File: config.mk
export PLATFORM = sky130hd
export DESIGN_NAME = trap_seq
export DESIGN_NICKNAME = d
export VERILOG_FILES = /design/src/rtl/trap_pkg.sv /design/src/rtl/trap_flags.sv /design/src/rtl/trap_select.sv /design/src/rtl/trap_seq.sv
export SDC_FILE = /design/constraint.sdc
export NUM_CORES = 1
export LEC_CHECK = 0
export ABC_CLOCK_PERIOD_IN_PS = 5400
export BUFFER_PORTS_ARGS = -buffer_cell sky130_fd_sc_hd__buf_2
export CELL_PAD_IN_SITES_DETAIL_PLACEMENT = 1
export CELL_PAD_IN_SITES_GLOBAL_PLACEMENT = 2
export CORE_AREA = 4 4 135 137
export CTS_BUF_LIST = sky130_fd_sc_hd__clkbuf_4
export DETAILED_ROUTE_END_ITERATION = 8
export DIE_AREA = 0 0 139 141
export PLACE_DENSITY = 0.76
export SLEW_MARGIN = 30
export SYNTH_ARGS = -nofsm -noshare
export SYNTH_HDL_FRONTEND = slang
export SYNTH_SLANG_ARGS = --single-unit
export TNS_END_PERCENT = 30
File: constraint.sdc
create_clock -name clk -period 5.4 [get_ports clk]
set_input_delay 1.08 -clock clk [delete_from_list [all_inputs] [get_ports clk]]
set_output_delay 1.08 -clock clk [all_outputs]
set_load 0.02 [all_outputs]
File: src/rtl/trap_pkg.sv
package trap_pkg;

    typedef enum logic [2:0] {
        ST_IDLE,
        ST_PUSH_PSW,
        ST_PUSH_CSP,
        ST_PUSH_IP,
        ST_LOAD
    } seq_state_t;

    typedef enum logic [1:0] {
        EV_NONE,
        EV_HW,
        EV_SW,
        EV_IRQ
    } event_t;

endpackage

File: src/rtl/trap_flags.sv
module trap_flags #(
    parameter int NHW   = 8,
    parameter int IDX_W = (NHW > 1) ? $clog2(NHW) : 1
) (
    input  logic             clk,
    input  logic             rst_n,
    input  logic [NHW-1:0]   cond,
    input  logic             take,
    output logic [NHW-1:0]   pend,
    output logic             any,
    output logic [IDX_W-1:0] win_idx
);

    logic [NHW-1:0] flag_q;
    logic [NHW-1:0] seen;
    logic [NHW-1:0] win;

    // A condition counts in the cycle it appears, as well as once latched.
    assign pend = flag_q | cond;
    assign any  = |pend;

    // Prefix chain: a source wins when no lower index is pending.
    assign seen[0] = 1'b0;
    genvar gi;
    generate
        for (gi = 0; gi < NHW; gi++) begin : g_pick
            if (gi > 0) begin : g_chain
                assign seen[gi] = seen[gi-1] | pend[gi-1];
            end
            assign win[gi] = pend[gi] & ~seen[gi];
        end
    endgenerate

    always_comb begin
        win_idx = '0;
        for (int i = 0; i < NHW; i++) begin
            if (win[i]) win_idx = IDX_W'(i);
        end
    end

    always_ff @(posedge clk or negedge rst_n) begin
        if (!rst_n) flag_q <= '0;
        else        flag_q <= pend & ~(take ? win : '0);
    end

endmodule

File: src/rtl/trap_select.sv
module trap_select
    import trap_pkg::*;
#(
    parameter int               NHW       = 8,
    parameter int               TNUM_W    = 7,
    parameter int               LVL_W     = 4,
    parameter int               IDX_W     = 3,
    parameter logic [NHW*TNUM_W-1:0] HW_TNUM = '0,
    parameter logic [NHW-1:0]   HW_CANCEL = '0
) (
    input  logic              hw_any,
    input  logic [IDX_W-1:0]  hw_idx,
    input  logic              sw_req,
    input  logic [TNUM_W-1:0] sw_num,
    input  logic              irq_req,
    input  logic [LVL_W-1:0]  irq_level,
    input  logic [TNUM_W-1:0] irq_num,
    input  logic [LVL_W-1:0]  cur_level,
    output event_t            ev,
    output logic [TNUM_W-1:0] tnum,
    output logic              cancel
);

    always_comb begin
        ev     = EV_NONE;
        tnum   = '0;
        cancel = 1'b0;
        if (hw_any) begin
            ev     = EV_HW;
            tnum   = HW_TNUM[hw_idx*TNUM_W +: TNUM_W];
            cancel = HW_CANCEL[hw_idx];
        end else if (sw_req) begin
            ev   = EV_SW;
            tnum = sw_num;
        end else if (irq_req && (irq_level > cur_level)) begin
            ev   = EV_IRQ;
            tnum = irq_num;
        end
    end

endmodule

File: src/rtl/trap_seq.sv
module trap_seq
    import trap_pkg::*;
#(
    parameter int                    NHW       = 8,
    parameter int                    TNUM_W    = 7,
    parameter int                    LVL_W     = 4,
    parameter int                    WORD_W    = 16,
    parameter int                    SEG_W     = 8,
    parameter logic [NHW*TNUM_W-1:0] HW_TNUM   = {7'h0F, 7'h0E, 7'h0D, 7'h0C,
                                                  7'h0B, 7'h0A, 7'h04, 7'h02},
    parameter logic [NHW-1:0]        HW_CANCEL = 8'b1010_0110
) (
    input  logic              clk,
    input  logic              rst_n,
    input  logic              seg_en,
    input  logic              sw_req,
    input  logic [TNUM_W-1:0] sw_num,
    input  logic [NHW-1:0]    hw_cond,
    input  logic              irq_req,
    input  logic [LVL_W-1:0]  irq_level,
    input  logic [TNUM_W-1:0] irq_num,
    input  logic [WORD_W-1:0] psw_in,
    input  logic [SEG_W-1:0]  csp_in,
    input  logic [WORD_W-1:0] ip_in,
    input  logic [WORD_W-1:0] sp_in,
    output logic              sw_ack,
    output logic              irq_ack,
    output logic              insn_complete,
    output logic              insn_cancel,
    output logic              busy,
    output logic              done,
    output logic              mem_we,
    output logic [WORD_W-1:0] mem_addr,
    output logic [WORD_W-1:0] mem_wdata,
    output logic              sp_we,
    output logic [WORD_W-1:0] sp_next,
    output logic              ip_we,
    output logic [WORD_W-1:0] ip_new,
    output logic              csp_we,
    output logic [SEG_W-1:0]  csp_new,
    output logic              psw_we,
    output logic [WORD_W-1:0] psw_new
);

    localparam int IDX_W  = (NHW > 1) ? $clog2(NHW) : 1;
    localparam int PAD_W  = WORD_W - TNUM_W - 2;
    localparam int KEEP_W = WORD_W - LVL_W;
    localparam logic [WORD_W-1:0] STEP = WORD_W'(2);

    seq_state_t        state_q, state_d;
    event_t            ev, kind_q;
    logic              hw_any, cancel, take, accept;
    logic [NHW-1:0]    hw_pend;
    logic [IDX_W-1:0]  hw_idx;
    logic [TNUM_W-1:0] tnum, tnum_q;
    logic [WORD_W-1:0] sp_q, psw_q, ip_q, sp_dec;
    logic [SEG_W-1:0]  csp_q;
    logic [LVL_W-1:0]  lvl_q, lvl_d;
    logic              seg_q;

    trap_flags #(.NHW(NHW), .IDX_W(IDX_W)) u_flags (
        .clk     (clk),
        .rst_n   (rst_n),
        .cond    (hw_cond),
        .take    (take),
        .pend    (hw_pend),
        .any     (hw_any),
        .win_idx (hw_idx)
    );

    trap_select #(
        .NHW(NHW), .TNUM_W(TNUM_W), .LVL_W(LVL_W), .IDX_W(IDX_W),
        .HW_TNUM(HW_TNUM), .HW_CANCEL(HW_CANCEL)
    ) u_sel (
        .hw_any    (hw_any),
        .hw_idx    (hw_idx),
        .sw_req    (sw_req),
        .sw_num    (sw_num),
        .irq_req   (irq_req),
        .irq_level (irq_level),
        .irq_num   (irq_num),
        .cur_level (psw_in[WORD_W-1 -: LVL_W]),
        .ev        (ev),
        .tnum      (tnum),
        .cancel    (cancel)
    );

    assign accept = (state_q == ST_IDLE) && (ev != EV_NONE);
    assign take   = accept && (ev == EV_HW);
    assign sp_dec = sp_q - STEP;

    always_comb begin
        unique case (ev)
            EV_HW:   lvl_d = {LVL_W{1'b1}};
            EV_IRQ:  lvl_d = irq_level;
            default: lvl_d = psw_in[WORD_W-1 -: LVL_W];
        endcase
    end

    // Next-state logic
    always_comb begin
        state_d = state_q;
        unique case (state_q)
            ST_IDLE:     if (ev != EV_NONE) state_d = ST_PUSH_PSW;
            ST_PUSH_PSW: state_d = seg_q ? ST_PUSH_CSP : ST_PUSH_IP;
            ST_PUSH_CSP: state_d = ST_PUSH_IP;
            ST_PUSH_IP:  state_d = ST_LOAD;
            ST_LOAD:     state_d = ST_IDLE;
            default:     state_d = ST_IDLE;
        endcase
    end

    // State register and context snapshot
    always_ff @(posedge clk or negedge rst_n) begin
        if (!rst_n) begin
            state_q <= ST_IDLE;
            kind_q  <= EV_NONE;
            tnum_q  <= '0;
            sp_q    <= '0;
            psw_q   <= '0;
            csp_q   <= '0;
            ip_q    <= '0;
            lvl_q   <= '0;
            seg_q   <= 1'b0;
        end else begin
            state_q <= state_d;
            if (accept) begin
                kind_q <= ev;
                tnum_q <= tnum;
                sp_q   <= sp_in;
                psw_q  <= psw_in;
                csp_q  <= csp_in;
                ip_q   <= ip_in;
                lvl_q  <= lvl_d;
                seg_q  <= seg_en;
            end else if (state_q inside {ST_PUSH_PSW, ST_PUSH_CSP, ST_PUSH_IP}) begin
                sp_q <= sp_dec;
            end
        end
    end

    // Outputs
    always_comb begin
        sw_ack        = 1'b0;
        irq_ack       = 1'b0;
        insn_complete = 1'b0;
        insn_cancel   = 1'b0;
        busy          = 1'b1;
        done          = 1'b0;
        mem_we        = 1'b0;
        mem_addr      = sp_dec;
        mem_wdata     = '0;
        sp_we         = 1'b0;
        sp_next       = sp_dec;
        ip_we         = 1'b0;
        ip_new        = {{PAD_W{1'b0}}, tnum_q, 2'b00};
        csp_we        = 1'b0;
        csp_new       = '0;
        psw_we        = 1'b0;
        psw_new       = {lvl_q, psw_q[KEEP_W-1:0]};
        unique case (state_q)
            ST_IDLE: begin
                busy          = 1'b0;
                sw_ack        = (ev == EV_SW);
                irq_ack       = (ev == EV_IRQ);
                insn_complete = (ev == EV_HW) && !cancel;
                insn_cancel   = (ev == EV_HW) && cancel;
            end
            ST_PUSH_PSW: begin
                mem_we    = 1'b1;
                sp_we     = 1'b1;
                mem_wdata = psw_q;
            end
            ST_PUSH_CSP: begin
                mem_we    = 1'b1;
                sp_we     = 1'b1;
                mem_wdata = {{(WORD_W-SEG_W){1'b0}}, csp_q};
            end
            ST_PUSH_IP: begin
                mem_we    = 1'b1;
                sp_we     = 1'b1;
                mem_wdata = ip_q;
            end
            ST_LOAD: begin
                done   = 1'b1;
                ip_we  = 1'b1;
                csp_we = seg_q;
                psw_we = (kind_q != EV_SW);
            end
            default: busy = 1'b0;
        endcase
    end

endmodule

==> metrics.yaml, run 1 <==
reg2reg_from: "u_flags.flag_q[0]$_DFF_PN0_"
antenna_found_initial: 1
final_nets: 697
max_stage_delay_ns: 0.65
globalplace.congestion: 0.8326
cp.arrival_ns: 3.38
met1_length_microns: 6498
grt_first_pass_wirelength_microns: 24050
final_cell_area_sq_um: 5908
crit_required_ns: 4.32
drcViolationCount: 0
cap_viol_max_count: 0
postCtsSetupBuffers: 0
cts_made_buffers: 9
crit_type: "in2out"
p_total_uw: 3743
crit_cells: 8
ys_seq_area_frac: 0.4015
relSlewSlack: 0.4402
overflow: 0
async_flop_share: 1.000
synth_top_area_share: 0.4015
dieArea_sq_um: 19600
path_clk_slew_ns: 0.14
synth_most_common_cell: "dfrtp_1"
die_h_microns: 141
io_pins: 186
crit_top_cell: "buf_2"
r2r-end: "psw_q[7]$_DFFE_PN0P_"
die_x_microns: 139
grt_use_total: 0.1528
rsz0062_at_grt: "no"
end_kind: "output pin"
cp_max_fo: 6
drtIter0Drc: 109
path_cells: "buf_2 > nor4_1 > nand3_1 > o31ai_1 > ha_1 > nor2_1 > o21a_1 > buf_2"
ant_nets: 0
root_buffer: "clkbuf_4"
status: "complete, no violations"
min_period_over_period: 0.8262
wl_met3_microns: 824
ys_seq_elements: 81
grt_pass1_vias: 4448
setup_viol: 0
cts_max_path_buffers: 2
cts_hold_buf: 0
dr.max_layer_used: "met4"
wire_per_inst_microns: 17.94
ctsHtreeMaxLevel: 3
yosysUniqueCellTypes: 61
worst_slew_pin_slew_ns: 0.8359
synthFlopType: "dfrtp_1"
synth_cells: 473
maxSlewViolCount: 0
grt_max_degree: 52
clock_skew_ns: 0.02026
fin_setup_tns_ns: 0
netlist_area_sq_um: 5049
startpoint: "hw_cond[0]"
crit_buf_inv: 2
fmax_ghz: 0.2241
dp_hpwl_microns: 11190
synth_area_per_cell_sq_um: 10.67
powerDensity_nw_per_um2: 633.6
yosysTopAreaCell: "dfrtp_1"
core-area_sq_um: 17060
clock-sinks: 81
via_count: 4054
ir_drop_v: 0.0002639
routed_wl_microns: 14940
num_rows: 48
min_from: "tnum_q[5]$_DFFE_PN0P_"
dr_wl_met2_microns: 7346
clk-insertion-delay-late_ns: 0.46
synth_warnings: 0
synth-edff-count: 0
area_growth_pct: 17.03
layout-drive-gt1-share: 0.4119
synthTopCellsByArea: "dfrtp_1 (40%), mux2_4 (12%), buf_4 (7.1%)"
worstHoldPathType: "reg2reg"
worstSetupStartpointType: "primary input"
drt_first_pass_iters: 4
hold_viol_final: 0
r2r_cells: 6
start_util: 0.2960
cpMaxStageDelayCell: "nor4_1"
reg2reg_slack_ns: 2.45
utilization: 0.3464
p_leak_uw: 0.002912
critPathTopFamily: "simple AND/OR/NAND/NOR gates"
worstSetupEndpoint: "insn_cancel"
vias_per_cell: 4.867
postPlaceCellArea_sq_um: 5766
port_buffers: 168
ys_top_cells_by_count: "dfrtp_1 (81), nor2_1 (56), buf_4 (48)"
cts_tree: "done"
finalCriticalPeriod_ns: 4.462
cts_resized: 0
==> kinds of logic (layout without fill, tap and decap cells) <==
logic type,after synthesis,in the layout,share of synthesized area
muxes,63,63,0.1673
adders and majority gates,8,8,0.01983
other,1,18,0.0007428
and+or+nand+nor,120,120,0.1276
AOI/OAI and AO/OA,86,86,0.1294
DFF,81,81,0.4015
xor gates and xnor gates,17,17,0.02949
buffers and inverters,97,215,0.1242
==> layer usage <==
metal  up-vias  track usage
met4         0      0.04789
met3        17      0.04104
met5         -            0
met2       136       0.2605
met1      2017       0.1894
li1       1884            -
==> worst register-to-register path, stage by stage, from the launching register on <==
cell and delay, ns:
dfrtp_1 0.43, or4_4 0.58, nor2_8 0.18, nand3_4 0.21
o21ai_4 0.68, buf_12 0.35, mux2_2 0.41
==> where the power goes <==
part	switching (uW)	total (uW)	internal, uW
sequential	254	1130	878
combinational	1270	2240	968
clock	227	370	143
==> how the worst min path moves through the flow <==
| stage | end | slack [ns] | depth (start not counted) |
|---|---|---|---|
| floorplan | kind_q[0]$_DFFE_PN0P_ | 0.46 | 1 |
| global route | u_flags.flag_q[0]$_DFF_PN0_ | 0.51 | 1 |
| global placement | lvl_q[0]$_DFFE_PN0P_ | 0.47 | 1 |
| CTS | u_flags.flag_q[0]$_DFF_PN0_ | 0.51 | 1 |
| detailed placement | lvl_q[0]$_DFFE_PN0P_ | 0.47 | 1 |
| finish | tnum_q[5]$_DFFE_PN0P_ | 0.51 | 1 |
==> cell usage in the layout (no fill, tap or decap), drive strengths merged, types with 12 or more instances in the layout <==
master  count
buf       176
dfrtp      81
nor2       57
mux2       45
inv        21
mux2i      18
a211oi     17
conb       17
a21oi      15
xnor2      13
nand2      12
==> metrics by stage <==
| step | hold WS (ns) | worst slack [ns] | cells |
|---|---|---|---|
| detailed placement | 0.4721 | 0.9427 | 816 |
| CTS | 0.5120 | 0.9222 | 832 |
| finish | 0.5099 | 0.9385 | 833 |
| floorplan | 0.4577 | 1.482 | 489 |
| global route | 0.5146 | 0.7170 | 833 |
| global placement | 0.4736 | 1.067 | 816 |
==> sequential cells by signal (all words and copies together), names as in the netlist <==
register and count:
tnum_q 7, lvl_q 4, seg_q 1, u_flags.flag_q 8
kind_q 2, psw_q 16, ip_q 16, sp_q 16
state_q 3, csp_q 8
==> final cells by class <==
class | instances | area [sq um]
flip-flops and latches | 81 | 2027
inverters | 23 | 86.33
well taps | 225 | 281.5
fillers | 1995 | 11150
diodes | 1 | 2.502
repair buffers | 176 | 915.9
clock inverters | 6 | 58.81
multi-input cells | 311 | 2461
clock buffers | 10 | 75.07
Note: power is estimated with default switching activity, not from simulation.
==> run 2, diff against run 1 <==
--- a/config.mk
+++ b/config.mk
@@ -5,15 +5,15 @@
 export SDC_FILE = /design/constraint.sdc
 export NUM_CORES = 1
 export LEC_CHECK = 0
-export ABC_CLOCK_PERIOD_IN_PS = 5400
+export ABC_CLOCK_PERIOD_IN_PS = 4100
 export BUFFER_PORTS_ARGS = -buffer_cell sky130_fd_sc_hd__buf_2
 export CELL_PAD_IN_SITES_DETAIL_PLACEMENT = 1
 export CELL_PAD_IN_SITES_GLOBAL_PLACEMENT = 2
-export CORE_AREA = 4 4 135 137
+export CORE_AREA = 4 4 140 142
 export CTS_BUF_LIST = sky130_fd_sc_hd__clkbuf_4
 export DETAILED_ROUTE_END_ITERATION = 8
-export DIE_AREA = 0 0 139 141
-export PLACE_DENSITY = 0.76
+export DIE_AREA = 0 0 144 146
+export PLACE_DENSITY = 0.74
 export SLEW_MARGIN = 30
 export SYNTH_ARGS = -nofsm -noshare
 export SYNTH_HDL_FRONTEND = slang
==> constraint.sdc (replaced) <==
create_clock -name clk -period 4.1 [get_ports clk]
set_input_delay 0.82 -clock clk [delete_from_list [all_inputs] [get_ports clk]]
set_output_delay 0.82 -clock clk [all_outputs]
set_load 0.02 [all_outputs]
==> run 2 against run 1 <==
Design area grew 0.89%. Total power increased by 33%. Setup slack worse by 0.53 ns. Sequential power increased by 33%. Register-to-register slack got worse by 1.1 ns. Flip-flop and latch count stayed put. Critical path type unchanged.
==> metrics.yaml, run 2 (synthesis gave the netlist of run 1 again) <==
status: "complete, no violations"
fillCellCount: 2141
core-area_sq_um: 18460
cts_hold_buf: 0
start_util: 0.2736
worstHoldPathType: "in2async"
path_cells: "buf_2 > nor4_1 > buf_4 > nand3_1 > o31ai_1 > ha_1 > nor2_1 > o21a_1 > buf_2"
fmax_ghz: 0.2709
dp_hpwl_microns: 11690
cpMaxStageDelayCell: "o31ai_1"
layout_commonest_cell: "buf_2"
overflow: 0
clk-insertion-delay-late_ns: 0.46
postCtsSetupBuffers: 0
dieArea_sq_um: 21020
setup_viol: 0
r2r-end: "psw_q[7]$_DFFE_PN0P_"
worstSetupStartpointType: "primary input"
layout-drive-gt1-share: 0.4186
multi_input_area_sq_um: 2455
grt_first_pass_wirelength_microns: 25250
critPathTopFamily: "compound AO/OA/AOI/OAI gates"
crit_required_ns: 3.28
cap_viol_max_count: 0
rsz0062_at_grt: "no"
fin_setup_tns_ns: 0
num_rows: 50
wire_per_inst_microns: 18.36
cp.arrival_ns: 2.87
relSlewSlack: 0.4688
via_count: 4130
r2r_cells: 6
final_nets: 704
finalCriticalPeriod_ns: 3.692
reg2reg_from: "u_flags.flag_q[0]$_DFF_PN0_"
grt_pass1_vias: 4696
grt_use_total: 0.1500
hold_viol_final: 0
grt_max_degree: 82
register_area_sq_um: 2027
p_leak_uw: 0.002934
path_clk_slew_ns: 0.16
ctsHtreeMaxLevel: 3
crit_top_cell: "buf_2"
cts_tree: "done"
drcViolationCount: 0
layout_common_cells: "buf_2 (167), dfrtp_1 (81), nor2_1 (56), mux2_4 (42), inv_1 (21)"
die_h_microns: 146
clock-sinks: 81
cts_max_path_buffers: 2
die_x_microns: 144
reg2reg_slack_ns: 1.40
ir_drop_v: 0.0002617
area_growth_pct: 18.07
final_cell_area_sq_um: 5961
routed_wl_microns: 15600
reg_top3: "ip_q x16, psw_q x16, sp_q x16"
cts_resized: 0
end_kind: "output pin"
powerDensity_nw_per_um2: 834.8
crit_type: "in2out"
postPlaceCellArea_sq_um: 5833
crit_buf_inv: 3
clock_skew_ns: 0.02145
drt_first_pass_iters: 6
globalplace.congestion: 0.7965
drtIter0Drc: 128
maxSlewViolCount: 0
port_buffers: 168
cp_max_fo: 6
vias_per_cell: 4.859
antenna_found_initial: 2
max_stage_delay_ns: 0.51
io_pins: 186
cts_made_buffers: 9
root_buffer: "clkbuf_4"
worst_slew_pin_slew_ns: 0.7767
ant_nets: 0
min_period_over_period: 0.9005
[run 2: layout make-up]
class | count | area share
Antenna cell | 2 | 0.0008396
Clock buffer | 9 | 0.01134
Clock inverter | 7 | 0.009236
Inverter | 23 | 0.01448
Multi-Input combinational cell | 311 | 0.4118
Sequential cell | 81 | 0.3400
Tap cell | 234 | 0.04912
Timing Repair Buffer | 183 | 0.1631
[run 2: worst max path at each step]
stage | start | end | slack (ns) | cells after the start
4_1_cts | sp_q[1]$_DFFE_PN0P_ | mem_addr[11] | 0.38 | 6
3_3_place_gp | hw_cond[0] | insn_cancel | 0.55 | 9
3_5_place_dp | hw_cond[0] | insn_cancel | 0.44 | 9
5_1_grt | sp_q[1]$_DFFE_PN0P_ | mem_addr[15] | 0.18 | 6
2_1_floorplan | hw_cond[0] | insn_cancel | 0.70 | 6
6_report | hw_cond[0] | insn_cancel | 0.41 | 9
[run 2: stage by stage]
| stage | hold WS [ns] | utilization | instances | power (uW) | setup WS [ns] |
|---|---|---|---|---|---|
| 6_report | 0.4016 | 0.3230 | 850 | 4976 | 0.4081 |
| 5_1_grt | 0.4293 | 0.3230 | 850 | 5356 | 0.1817 |
| 4_1_cts | 0.3897 | 0.3227 | 848 | 5064 | 0.3841 |
| 3_5_place_dp | 0.4692 | 0.3161 | 832 | 4578 | 0.4394 |
| 3_3_place_gp | 0.4717 | 0.3159 | 832 | 4484 | 0.5536 |
| 2_1_floorplan | 0.4577 | - | 489 | 3927 | 0.7016 |
[run 2: where the power goes]
part	total, uW	internal, uW	switching (uW)
sequential	1500	1160	339
combinational	3020	1300	1720
clock	461	130	331
total	4980	2590	2390
[run 2: routing by layer]
layer  GRT usage  vias up  share of wire
met5           0        -              0
met3     0.03122       15          0.048
met2      0.2535      115           0.49
met1      0.1907     2097           0.45
met4     0.04661        0          0.013
li1            -     1903              -
==> run 3, diff against run 2 <==
--- a/config.mk
+++ b/config.mk
@@ -13,7 +13,7 @@
 export CTS_BUF_LIST = sky130_fd_sc_hd__clkbuf_4
 export DETAILED_ROUTE_END_ITERATION = 8
 export DIE_AREA = 0 0 144 146
-export PLACE_DENSITY = 0.74
+export PLACE_DENSITY = 0.81
 export SLEW_MARGIN = 30
 export SYNTH_ARGS = -nofsm -noshare
 export SYNTH_HDL_FRONTEND = slang
==> run 3 against run 2 <==
Flip-flop and latch count stayed put. Sequential power barely moved. Critical path depth down 3. Design area up 0.15%. Clock power grew 11%. Critical path type is now reg2out. Critical endpoint is now sp_next[11].
==> metrics.yaml, run 3 (synthesis gave the netlist of run 1 again) <==
r2r-end: "sp_q[12]$_DFFE_PN0P_"
reg2reg_from: "state_q[0]$_DFFE_PN0P_"
vias_per_cell: 4.811
path_clk_slew_ns: 0.15
via_count: 4070
drtIter0Drc: 86
cts_hold_buf: 0
ctsHtreeMaxLevel: 3
final_nets: 702
globalplace.congestion: 0.7794
cts_made_buffers: 9
drcViolationCount: 0
grt_use_total: 0.1448
post-place-ws_ns: 0.4430
diodes: 0
p_int_uw: 2644
end_kind: "output pin"
status: "complete, no violations"
seqPwrFrac: 0.294
root_buffer: "clkbuf_4"
core-area_sq_um: 18460
cts_max_path_buffers: 2
crit_required_ns: 3.28
p_sw_uw: 2357
ir_drop_v: 0.0002677
cap_viol_max_count: 0
overflow: 0
antenna_found_initial: 0
powerDensity_nw_per_um2: 837.9
clock_skew_ns: 0.02841
worstSetupStartpointType: "register"
io_pins: 186
num_rows: 50
clk-insertion-delay-late_ns: 0.46
fillCellCount: 2131
finalCriticalPeriod_ns: 3.676
ant_nets: 0
setup_viol: 0
clockPowerShare: 0.103
p_total_uw: 5002
crit_type: "reg2out"
cp_max_fo: 6
routed_wl_microns: 14980
maxSlewViolCount: 0
hold_viol_final: 0
cts_tree: "done"
wire_per_inst_microns: 17.71
swShare: 0.4713
utilization: 0.3235
worstHoldPathType: "in2async"
area_growth_pct: 18.24
reg2reg_slack_ns: 1.24
dieArea_sq_um: 21020
cts_resized: 0
die_h_microns: 146
combinationalPowerShare: 0.603
drt_first_pass_iters: 4
start_util: 0.2736
fmax_ghz: 0.2720
min_period_over_period: 0.8967
port_buffers: 168
rsz0062_at_grt: "no"
grt_pass1_vias: 4640
layout_common_cells: "buf_2 (167), dfrtp_1 (81), nor2_1 (56), mux2_4 (42), inv_1 (21)"
cp.arrival_ns: 2.86
clock-sinks: 81
layout-drive-gt1-share: 0.4183
fin_setup_tns_ns: 0
layout_commonest_cell: "buf_2"
worst_slew_pin_slew_ns: 0.8227
postCtsSetupBuffers: 0
reg_top3: "ip_q x16, psw_q x16, sp_q x16"
r2r_cells: 6
p_leak_uw: 0.002939
setup_slack_ns: 0.4237
timing.hold.ws_ns: 0.3742
grt_max_degree: 82
grt_first_pass_wirelength_microns: 24460
die_x_microns: 144
relSlewSlack: 0.4515
dp_hpwl_microns: 11310
## run 3: changes by cell type in the layout (fill, tap and decap cells not counted)
cell	delta
a31oi_1	-1
buf_4	-2
bufinv_16	+1
clkinvlp_4	-1
diode_2	-2
a31oi_2	+1
## run 3: worst max-delay path by stage
stage | startpoint | to | slack, ns | cells after the start
2_1_floorplan | hw_cond[0] | insn_cancel | 0.70 | 6
5_1_grt | sp_q[1]$_DFFE_PN0P_ | sp_next[11] | 0.16 | 6
3_3_place_gp | hw_cond[0] | insn_cancel | 0.55 | 9
3_5_place_dp | hw_cond[0] | insn_cancel | 0.44 | 9
6_report | sp_q[1]$_DFFE_PN0P_ | sp_next[11] | 0.42 | 6
4_1_cts | sp_q[1]$_DFFE_PN0P_ | mem_addr[11] | 0.40 | 6
## run 3: layout make-up
class	instances	area (sq um)	area share
Clock buffer	9	67.56	0.01132
Inverter	23	86.33	0.01446
Tap cell	234	292.8	0.04905
Multi-Input combinational cell	311	2461	0.4123
Clock inverter	7	77.57	0.01300
Timing Repair Buffer	181	957.2	0.1603
Sequential cell	81	2027	0.3396
## run 3: critical path: stages (launching register included)
cell     delay (ns)
dfrtp_1        0.43
inv_1          0.16
ha_1           0.30
nor4b_1        0.65
and4_1         0.31
xor2_1         0.31
buf_2          0.24
## run 3: stage by stage
step,std cells,cell area [sq um]
after floorplan,489,5109
after global placement,830,5814
after detailed placement,830,5818
after CTS,846,5963
after global routing,846,5969
final,846,5969
## run 3: per-layer routing
metal / global-route usage / wire (microns) / vias to the layer above
met2: 0.2463 / 7338 / 115
met4: 0.03484 / 124 / 0
met1: 0.1842 / 6736 / 2045
met5: 0 / 0 / -
met3: 0.03451 / 783 / 12
li1: - / - / 1898
## run 3: power groups by stage
stage	sequential, uW	combinational (uW)	clock (uW)
5_1_grt	1530	3280	580
3_3_place_gp	1460	3000	0
3_5_place_dp	1490	3060	0
2_1_floorplan	1390	2540	0
6_report	1470	3020	514
4_1_cts	1480	3070	548
